### src/rtl/dbf_pkg.sv
package dbf_pkg;
  // Confirmed level and last-seen sample after reset
  localparam logic RESET_LEVEL = 1'b1;
  // Smallest run length the filter supports
  localparam int MIN_RUN_LEN = 2;
endpackage

### src/rtl/dbf_run_tracker.sv
// Tracks the length of the current run of equal accepted samples and
// flags the sample that completes (or extends) a full run.
module dbf_run_tracker #(
  parameter int RUN_LEN = 3,
  parameter int CNT_W   = $clog2(RUN_LEN + 1)
) (
  input  logic clk,
  input  logic rst,
  input  logic take,
  input  logic bit_in,
  output logic run_hit
);
  import dbf_pkg::*;

  localparam logic [CNT_W-1:0] LIMIT = CNT_W'(RUN_LEN);
  localparam logic [CNT_W-1:0] ONE   = CNT_W'(1);

  logic             last_q;
  logic [CNT_W-1:0] cnt_q;
  logic [CNT_W-1:0] cnt_d;

  always_comb begin
    if (bit_in != last_q)   cnt_d = ONE;
    else if (cnt_q >= LIMIT) cnt_d = LIMIT;
    else                     cnt_d = cnt_q + ONE;
  end

  assign run_hit = take && (cnt_d == LIMIT);

  always_ff @(posedge clk) begin
    if (rst) begin
      last_q <= RESET_LEVEL;
      cnt_q  <= ONE;
    end else if (take) begin
      last_q <= bit_in;
      cnt_q  <= cnt_d;
    end
  end
endmodule

### src/rtl/dbf_level_hold.sv
// Holds the confirmed level; passes a completed run's level straight through.
module dbf_level_hold (
  input  logic clk,
  input  logic rst,
  input  logic take,
  input  logic bit_in,
  input  logic run_hit,
  output logic level,
  output logic flip
);
  import dbf_pkg::*;

  logic held_q;

  assign level = run_hit ? bit_in : held_q;
  assign flip  = level != held_q;

  always_ff @(posedge clk) begin
    if (rst)       held_q <= RESET_LEVEL;
    else if (take) held_q <= level;
  end
endmodule

### src/rtl/dbf_change_pulse.sv
// Registers the level-change indication into a one-cycle pulse.
module dbf_change_pulse (
  input  logic clk,
  input  logic rst,
  input  logic flip,
  output logic pulse
);
  always_ff @(posedge clk) begin
    if (rst) pulse <= 1'b0;
    else     pulse <= flip;
  end
endmodule

### src/rtl/run_debounce.sv
module run_debounce #(
  parameter int RUN_LEN = 3
) (
  input  logic clk,
  input  logic rst,
  input  logic smp_valid,
  input  logic smp_bit,
  output logic level_out,
  output logic level_changed
);
  localparam int CNT_W = $clog2(RUN_LEN + 1);

  logic run_hit;
  logic flip;

  dbf_run_tracker #(.RUN_LEN(RUN_LEN), .CNT_W(CNT_W)) u_trk (
    .clk     (clk),
    .rst     (rst),
    .take    (smp_valid),
    .bit_in  (smp_bit),
    .run_hit (run_hit)
  );

  dbf_level_hold u_hold (
    .clk     (clk),
    .rst     (rst),
    .take    (smp_valid),
    .bit_in  (smp_bit),
    .run_hit (run_hit),
    .level   (level_out),
    .flip    (flip)
  );

  dbf_change_pulse u_pls (
    .clk   (clk),
    .rst   (rst),
    .flip  (flip),
    .pulse (level_changed)
  );
endmodule

### config.mk
export PLATFORM = sky130hd
export DESIGN_NAME = run_debounce
export DESIGN_NICKNAME = d
export VERILOG_FILES = /design/src/rtl/dbf_pkg.sv /design/src/rtl/dbf_run_tracker.sv /design/src/rtl/dbf_level_hold.sv /design/src/rtl/dbf_change_pulse.sv /design/src/rtl/run_debounce.sv
export SDC_FILE = /design/constraint.sdc
export NUM_CORES = 1
export LEC_CHECK = 0
export CORE_AREA = 2 2 39 41
export DETAILED_ROUTE_END_ITERATION = 10
export DIE_AREA = 0 0 41 43
export DONT_BUFFER_PORTS = 1
export PLACE_DENSITY = 0.3
export SLEW_MARGIN = 10
export SYNTH_ARGS = -nofsm -noshare
export SYNTH_HDL_FRONTEND = slang
export SYNTH_SLANG_ARGS = --single-unit
### constraint.sdc
create_clock -name clk -period 1.65 [get_ports clk]
set_clock_uncertainty 0.05 [all_clocks]
set_input_delay 0.33 -clock clk [delete_from_list [all_inputs] [get_ports clk]]
set_output_delay 0.33 -clock clk [all_outputs]
set_load 0.05 [all_outputs]
# Yosys cells after proc, flatten, opt, wreduce, memory -nomap -nowiden
# Cells that the tools add are included.
[classes] addsub=1 magnitude_cmp=1 n_eq_ne=3 mux=3 n_reduce_logical=1
[op_table] operator="$mux W2" n=2
[op_table] operator="$add A2 B1 Y2 const B" n=1
[op_table] operator="$eq A2 B2 Y1 const B" n=1
[op_table] operator="$ge A2 B2 Y1 const B" n=1
[op_table] operator="$ne A1 B1 Y1" n=2
[op_table] operator="$logic_and A1 B1 Y1" n=1
[op_table] operator="$mux W1" n=1
[totals] register_bits=5 in_bits=4 out_inout_bits=2 wordCells=13

# Longest topological paths before layout
# Gate-level depths: netlist of the first run.
[depth] ltp_word=7 depth_mapped=4 ltp_nobuf=3

# Cells and area by module
# Synthesis of the first run repeated with hierarchy kept, for this count alone.
[hier_totals] cells_unflattened=21 area_unflattened_um2=229.0
[by_module_without_submodules] module="dbf_run_tracker" instances=1 cells_per_inst=13 area_per_inst_um2=131.4 seq_area_each_um2=60.1
[by_module_without_submodules] module="dbf_level_hold" instances=1 cells_per_inst=6 area_per_inst_um2=63.8 seq_area_each_um2=20.0
[by_module_without_submodules] module="dbf_change_pulse" instances=1 cells_per_inst=2 area_per_inst_um2=33.8 seq_area_each_um2=20.0

# Worst setup path before layout of the first run
# OpenSTA, ideal clock, no wires.
[synth_timing] path_type="in2out" start="input smp_valid" end="output level_out" arrival_ns=1.722 required_time_ns=1.270 path_slack_ns=-0.452 cell_stages=3 n_path_buf=1 cell_sequence="buf_4 nor4bb_1 nor3_1"
[synth_via] elab_chain_cells=2
[synth_lines] item="from (decl)" line_no="run_debounce.sv:6" rtl="input logic smp_valid,"
[synth_lines] item="$logic_and A1 B1 Y1" line_no="dbf_run_tracker.sv:28" rtl="assign run_hit = take && (cnt_d == LIMIT);"
[synth_lines] item="$mux W1" line_no="dbf_level_hold.sv:15" rtl="assign level = run_hit ? bit_in : held_q;"
[synth_lines] item="to (decl)" line_no="run_debounce.sv:8" rtl="output logic level_out,"
# No other way between the ends.

# Worst setup path after layout of the first run
[layout_timing] start="register u_trk.cnt_q[1]" end="output level_out"
[layout_via] elab_chain_cells=6 elab_cells_between_ends=7 classes_between="add/sub: 1; order compare: 1; eq/ne: 1; mux: 3; reduce/logical: 1"
[layout_lines] item="from (decl)" line_no="dbf_run_tracker.sv:19" rtl="logic [CNT_W-1:0] cnt_q;"
[layout_lines] item="from (signal assigned)" line_no="dbf_run_tracker.sv:36" rtl="cnt_q <= cnt_d;"
[layout_lines] item="$add A2 B1 Y2 / $ge A2 B2 Y1 (equally long branches)" line_no="dbf_run_tracker.sv:25, dbf_run_tracker.sv:24"
[layout_lines] item="$mux W2 (*)" line_no="dbf_run_tracker.sv:24" rtl="else if (cnt_q >= LIMIT) cnt_d = LIMIT;"
[layout_lines] item="$mux W2 (*)" line_no="dbf_run_tracker.sv:23" rtl="if (bit_in != last_q) cnt_d = ONE;"
[layout_lines] item="$eq A2 B2 Y1 (*)" line_no="dbf_run_tracker.sv:28"
[layout_lines] item="$logic_and A1 B1 Y1 (*)" line_no="dbf_run_tracker.sv:28"
[layout_lines] item="$mux W1 (*)" line_no="dbf_level_hold.sv:15"
# Every way passes the cells marked *; elsewhere a longest branch is shown, timed or not.

==> results.md, run 1 <==
* Layout Cells excl Fill at 44
* Highest-count cells in the layout ignoring fill and taps: 3 x clkbuf_4, 3 x dfxtp_1
* Critical Path Max Stage Delay at 0.48 ns
* Final worst path period need at 1.62 ns
* Yosys warnings at 0
* Lkg Pwr at 0.0973 nW
* PD cells at 1080 nW/um^2
* Fmax at 0.619 GHz
* Syn_nets at 29
* Via-to-Cell Ratio at 4.16
* CTS max path bufs at 2
* RSZ-0062 raised after global routing: true
* Max_cap viols at 0
* 1st-iter DRT viols at 5
* Hold WC Path Type: in -> reg
* Top Family by Delay on Critical Path: simple AND/OR/NAND/NOR gates
* Antenna violations before repair at 0
* WL final at 457 microns
* Initial Util at 16.1%
* Cells after Synth at 25
* Row cnt at 14
* Area added between synthesis and finish at 26.4%
* Root buffer cell: clkbuf_4
* Worst Setup Start Kind: register
* Fillcell total at 158
* Worst slew margin at 62.9%
* Number of antenna diodes at 0
* Core ar. at 1380 sq um
* Global placement routability congestion at 0.675
* Vias in the first global route at 190
* Worst path cell trace: nor4bb_2 -> nor3_4
* Num CTS Buffers at 3
* Total power at 0.304 mW
* Final worst path period share at 98.0%
* Die Wd at 41 microns
* Global-route wire length before repair at 800 microns
* Synth Area per Inst at 8.91 sq um
* Fin. max-slew vios at 0
* VDD IR max at 0.000307 V
* Seq/Total Area, Yosys at 44.9%
* Crit path DAT at 1.24 ns
* CP Data Required Time at 1.27 ns
* GRT Util Overall at 7.74%
* CP Buf/Inv Count at 0
* First-pass DRT Iterations at 2
* Layout cells sized above 1 at 25.0%
* Worst-path fanout max at 5
* Slowest CP cell: nor3_4
* Final core utilization at 20.3%
* Die Y at 43 microns
* IO Count at 6
* H-tree depth at 1
* Slew @ Worst Pin at 0.555 ns
* Grt ovf at 0
* CTS tree: yes
* Cells after DPL at 40
* Critical path type: reg -> out
* Outcome: finished clean
* Synthesized cell area at 223 sq um
* Hold Violations, Final at 0
* Clock transition at path regs at 0.04 ns
* Total number of vias at 183
* Fin nets at 33
* Clk sink count at 5
* Setup violators final at 0
* Clock Latency Late Sink at 0.24 ns
* Die Area at 1760 sq um
* Wire per inst at 10.4 microns
* Synth cell types at 15
* Worst Setup End Kind: output port
* Largest net degree at the start of global routing at 10
* Flops & latches, synth at 5
* Detail Route Antenna Nets at 0
* Input/output buffers at 0
* Drt drc at 0
-- synthesized netlist by cell type --
cell	number	share of area (%)
dfxtp_1	5	45
a31oi_1	1	2.8
or2_1	1	2.8
nor2b_1	2	5.6
a211o_1	1	3.9
nor4bb_1	1	4.5
a211oi_1	1	3.4
nor3_1	3	6.7
buf_4	1	3.4
xor2_1	1	3.9
a21oi_1	2	4.5
nor3b_1	1	3.4
nor2_1	2	3.4
nand2_1	2	3.4
o21bai_1	1	3.4
-- power by group --
group | switching (mW) | internal [mW]
sequential | 0.00787 | 0.129
combinational | 0.0103 | 0.0122
clock | 0.0529 | 0.0916
total | 0.0711 | 0.232
-- worst reg2reg max path: cells and delay by family, from the launching register on --
kind / cells / cell delay, ns
simple gates: 3 / 0.78
flops: 1 / 0.35
-- logic make-up (layout without fill, tap and decap cells) --
family | count (synthesis) | in the layout | share of synthesized area (%)
flops | 5 | 5 | 44.9
buf+inv | 1 | 4 | 3.37
simple gates | 12 | 12 | 29.8
xor+xnor | 1 | 1 | 3.93
compound gates | 6 | 6 | 18.0
-- worst paths after layout --
path / cells after the start / slack (ns) / startpoint / to
setup reg to reg: 3 / 0.36 / u_trk.cnt_q[1] / u_hold.held_q
setup / recovery: 2 / 0.03 / u_trk.cnt_q[1] / level_out
hold / removal: 1 / 0.10 / rst / u_trk.cnt_q[1]
hold reg to reg: 2 / 0.43 / u_trk.cnt_q[1] / u_pls.pulse
-- flip-flops by register name, summed over array words and instances, names as in the netlist --
register       flops
u_trk.last_q       1
u_pls.pulse        1
u_hold.held_q      1
u_trk.cnt_q        2
-- per-layer routing --
layer | vias to the layer above | GRT usage, % | wire length, microns | share of wire, %
met4 | 0 | 4.00 | 0 | 0
li1 | 97 | - | - | -
met1 | 79 | 7.10 | 190 | 42
met2 | 7 | 9.06 | 206 | 45
met3 | 0 | 10.5 | 60 | 13
met5 | - | 0 | 0 | 0
-- through the flow --
step	worst slack, ns	setup TNS (ns)	area [sq um]	hold slack, ns
6_report	0.0336	0	282	0.104
3_3_place_gp	0.208	0	246	0.356
5_1_grt	-0.0209	-0.0209	282	0.0874
2_1_floorplan	0.163	0	234	0.353
4_1_cts	0.0141	0	282	0.0950
3_5_place_dp	0.199	0	246	0.364
-- area by class of cell --
cell class	count	area, sq um	area share [%]
Clock buffer	4	26.3	9.33
Sequential cell	5	103	36.4
Multi-Input combinational cell	19	133	47.1
Tap cell	16	20.0	7.11
-- what timing repair did --
action | CTS | global route
hold buffers | 0 | 0
pin swaps | 1 | 0
setup buffers | 0 | 0
gates resized for setup | 3 | 0
endpoints found under the setup margin | 1 | 1
No activity file was read; power rests on OpenSTA's default activity.
==> run 2: changes to the inputs <==
==> constraint.sdc (replaced) <==
create_clock -name clk -period 1.7 [get_ports clk]
set_clock_uncertainty 0.05 [all_clocks]
set_input_delay 0.34 -clock clk [delete_from_list [all_inputs] [get_ports clk]]
set_output_delay 0.34 -clock clk [all_outputs]
set_load 0.05 [all_outputs]
==> run 2 against run 1 <==
Sequential power shrank 4%. Register-to-register slack better by 0.19 ns. Core utilization is 0.090 points lower. Critical path type unchanged. Highest routed layer is now met4.
==> results.md, run 2 (same netlist as run 1, synthesis figures left out) <==
* M1 GR Usage at 7.07% (was 7.10%)
* Drt drc at 0 (unchanged)
* Cells after DPL at 41 (was 40)
* CP Data Required Time at 1.31 ns (was 1.27 ns)
* Worst path cell trace: nor4bb_2 -> nor3_2 -> buf_4 (was nor4bb_2 -> nor3_4)
* Setup tns final at 0 ns (unchanged)
* Fillcell total at 147 (was 158)
* Highest-count cells in the layout ignoring fill and taps: 5 x dfxtp_1, 3 x clkbuf_4 (was 3 x clkbuf_4, 3 x dfxtp_1)
* Cts-stage hold buffer count at 0 (unchanged)
* First-pass DRT Iterations at 3 (was 2)
* Hold Violations, Final at 0 (unchanged)
* Top Family by Delay on Critical Path: simple AND/OR/NAND/NOR gates (unchanged)
* WL final at 480 microns (was 457 microns)
* Die Area at 1760 sq um (unchanged)
* Slew @ Worst Pin at 0.474 ns (was 0.555 ns)
* Final worst path period need at 1.61 ns
* PD cells at 1060 nW/um^2 (was 1080 nW/um^2)
* RSZ-0062 raised after global routing: false (was true)
* CP Buf/Inv Count at 1 (was 0)
* Die Wd at 41 microns (unchanged)
* Lkg Pwr at 0.0973 nW (about the same)
* Clock transition at path regs at 0.05 ns (was 0.04 ns)
* Die Y at 43 microns (unchanged)
* Input/output buffers at 0 (unchanged)
* Area added between synthesis and finish at 25.8% (was 26.4%)
* Antenna violations before repair at 0 (unchanged)
* Vias in the first global route at 183 (was 190)
* Crit path DAT at 1.22 ns (was 1.24 ns)
* Grt ovf at 0 (unchanged)
* Final worst path period share at 94.9%
* Fin. max-slew vios at 0 (unchanged)
* Hold WC Path Type: in -> reg (unchanged)
* Via-to-Cell Ratio at 4.24 (was 4.16)
* Worst Setup Start Kind: register (unchanged)
* Root buffer cell: clkbuf_4 (unchanged)
* Row cnt at 14 (unchanged)
* Critical path type: reg -> out (unchanged)
* H-tree depth at 1 (unchanged)
* GRT Util Overall at 6.63% (was 7.74%)
* CTS tree: yes (unchanged)
* GR peak layer: met4 (was met3)
* Met2 Use GR at 7.50% (was 9.06%)
* Largest Register: u_trk.cnt_q (unchanged)
* Setup violators final at 0 (unchanged)
* Slowest CP cell: dfxtp_1 (was nor3_4)
* Max_cap viols at 0 (unchanged)
* Most common cell after layout, fill and taps aside: dfxtp_1
* 1st-iter DRT viols at 8 (was 5)
* IO Count at 6 (unchanged)
* VDD IR max at 0.000248 V (was 0.000307 V)
* Worst slew margin at 68.3% (was 62.9%)
* Layout Cells excl Fill at 45 (was 44)
* Grt met3 use at 4.19% (was 10.5%)
* Outcome: finished clean (unchanged)
* Global-route wire length before repair at 703 microns (was 800 microns)
* Worst Setup End Kind: output port (unchanged)
* Number of antenna diodes at 0 (unchanged)
* Fin nets at 34 (was 33)
* Clock Latency Late Sink at 0.25 ns (was 0.24 ns)
* Core ar. at 1380 sq um (unchanged)
* Hold path start: rst (unchanged)
* Total number of vias at 191 (was 183)
* Wire per inst at 10.7 microns (was 10.4 microns)
* Reg-to-Reg Start: u_trk.cnt_q[1] (unchanged)
* Global placement routability congestion at 0.618 (was 0.675)
* Fmax at 0.620 GHz
* Layout cells sized above 1 at 20.7% (was 25.0%)
* Critical Path Max Stage Delay at 0.37 ns (was 0.48 ns)
* Worst-path fanout max at 5 (unchanged)
* Largest net degree at the start of global routing at 10 (unchanged)
* Critical Path Source: u_trk.cnt_q[1] (unchanged)
* Initial Util at 16.1% (unchanged)
* Num CTS Buffers at 3 (unchanged)
* Max reg flops at 2 (unchanged)
* CTS max path bufs at 2 (unchanged)
* Clk sink count at 5 (unchanged)
* Detail Route Antenna Nets at 0 (unchanged)
==> run 2: cell count changes in the layout (fill, tap and decap cells not counted) <==
| cell | change |
|---|---|
| buf_4 | +1 |
| dfxtp_1 | +2 |
| dfxtp_2 | -2 |
| nor3_2 | +1 |
| nor3_4 | -1 |
==> run 2: timing repair <==
item / in CTS / in global routing
gates resized for setup: 0 / 1
buffers inserted: 0 / 0
endpoints found under the setup margin: 0 / 1
==> run 2: worst paths after layout <==
kind	endpoint	depth (start not counted)	slack (ns)
worst max-delay path	level_out	3	0.09
worst min-delay path	u_trk.cnt_q[1]	1	0.11
worst max register to register	u_hold.held_q	3	0.55
worst min register to register	u_pls.pulse	2	0.43
==> run 2: per-layer routing <==
layer / part of all wire, % / vias to the layer above
met5: 0 / -
li1: - / 98
met2: 36 / 7
met1: 46 / 84
met3: 13 / 2
met4: 4.4 / 0
==> run 2: area by class of cell <==
class / count / area [sq um] / area share (%)
clock buffer: 4 / 26.3 / 9.37
multi-input combinational: 19 / 126 / 45.1
sequential: 5 / 100 / 35.7
tap: 16 / 20.0 / 7.14
timing repair buffer: 1 / 7.51 / 2.68
==> run 2: through the flow <==
stage / hold WS, ns / util [%] / power, mW / instance area, sq um / worst slack [ns]
after global placement: 0.366 / 17.9 / 0.155 / 248 / 0.292
after global routing: 0.0992 / 20.3 / 0.312 / 280 / 0.0202
final: 0.108 / 20.3 / 0.297 / 280 / 0.0874
after CTS: 0.105 / 19.8 / 0.299 / 274 / 0.0329
after detailed placement: 0.368 / 17.9 / 0.155 / 248 / 0.303
after floorplan: 0.363 / - / 0.154 / 228 / 0.00481
==> run 2: power breakdown <==
| group | leakage, nW | internal, mW | switching (mW) | total [mW] |
|---|---|---|---|---|
| Clock | 0.0150 | 0.0891 | 0.0537 | 0.143 |
| Sequential | 0.0411 | 0.124 | 0.00747 | 0.131 |
| Combinational | 0.0413 | 0.0124 | 0.0102 | 0.0226 |
| Total | 0.0973 | 0.226 | 0.0713 | 0.297 |
==> run 3: changes to the inputs <==
--- a/config.mk
+++ b/config.mk
@@ -10,6 +10,8 @@
 export DIE_AREA = 0 0 41 43
 export DONT_BUFFER_PORTS = 1
 export PLACE_DENSITY = 0.3
+export RECOVER_POWER = 50
+export SKIP_LAST_GASP = 1
 export SLEW_MARGIN = 10
 export SYNTH_ARGS = -nofsm -noshare
 export SYNTH_HDL_FRONTEND = slang
==> results of run 3 <==
Final layout, timing and power as in run 2 (identical DEF).
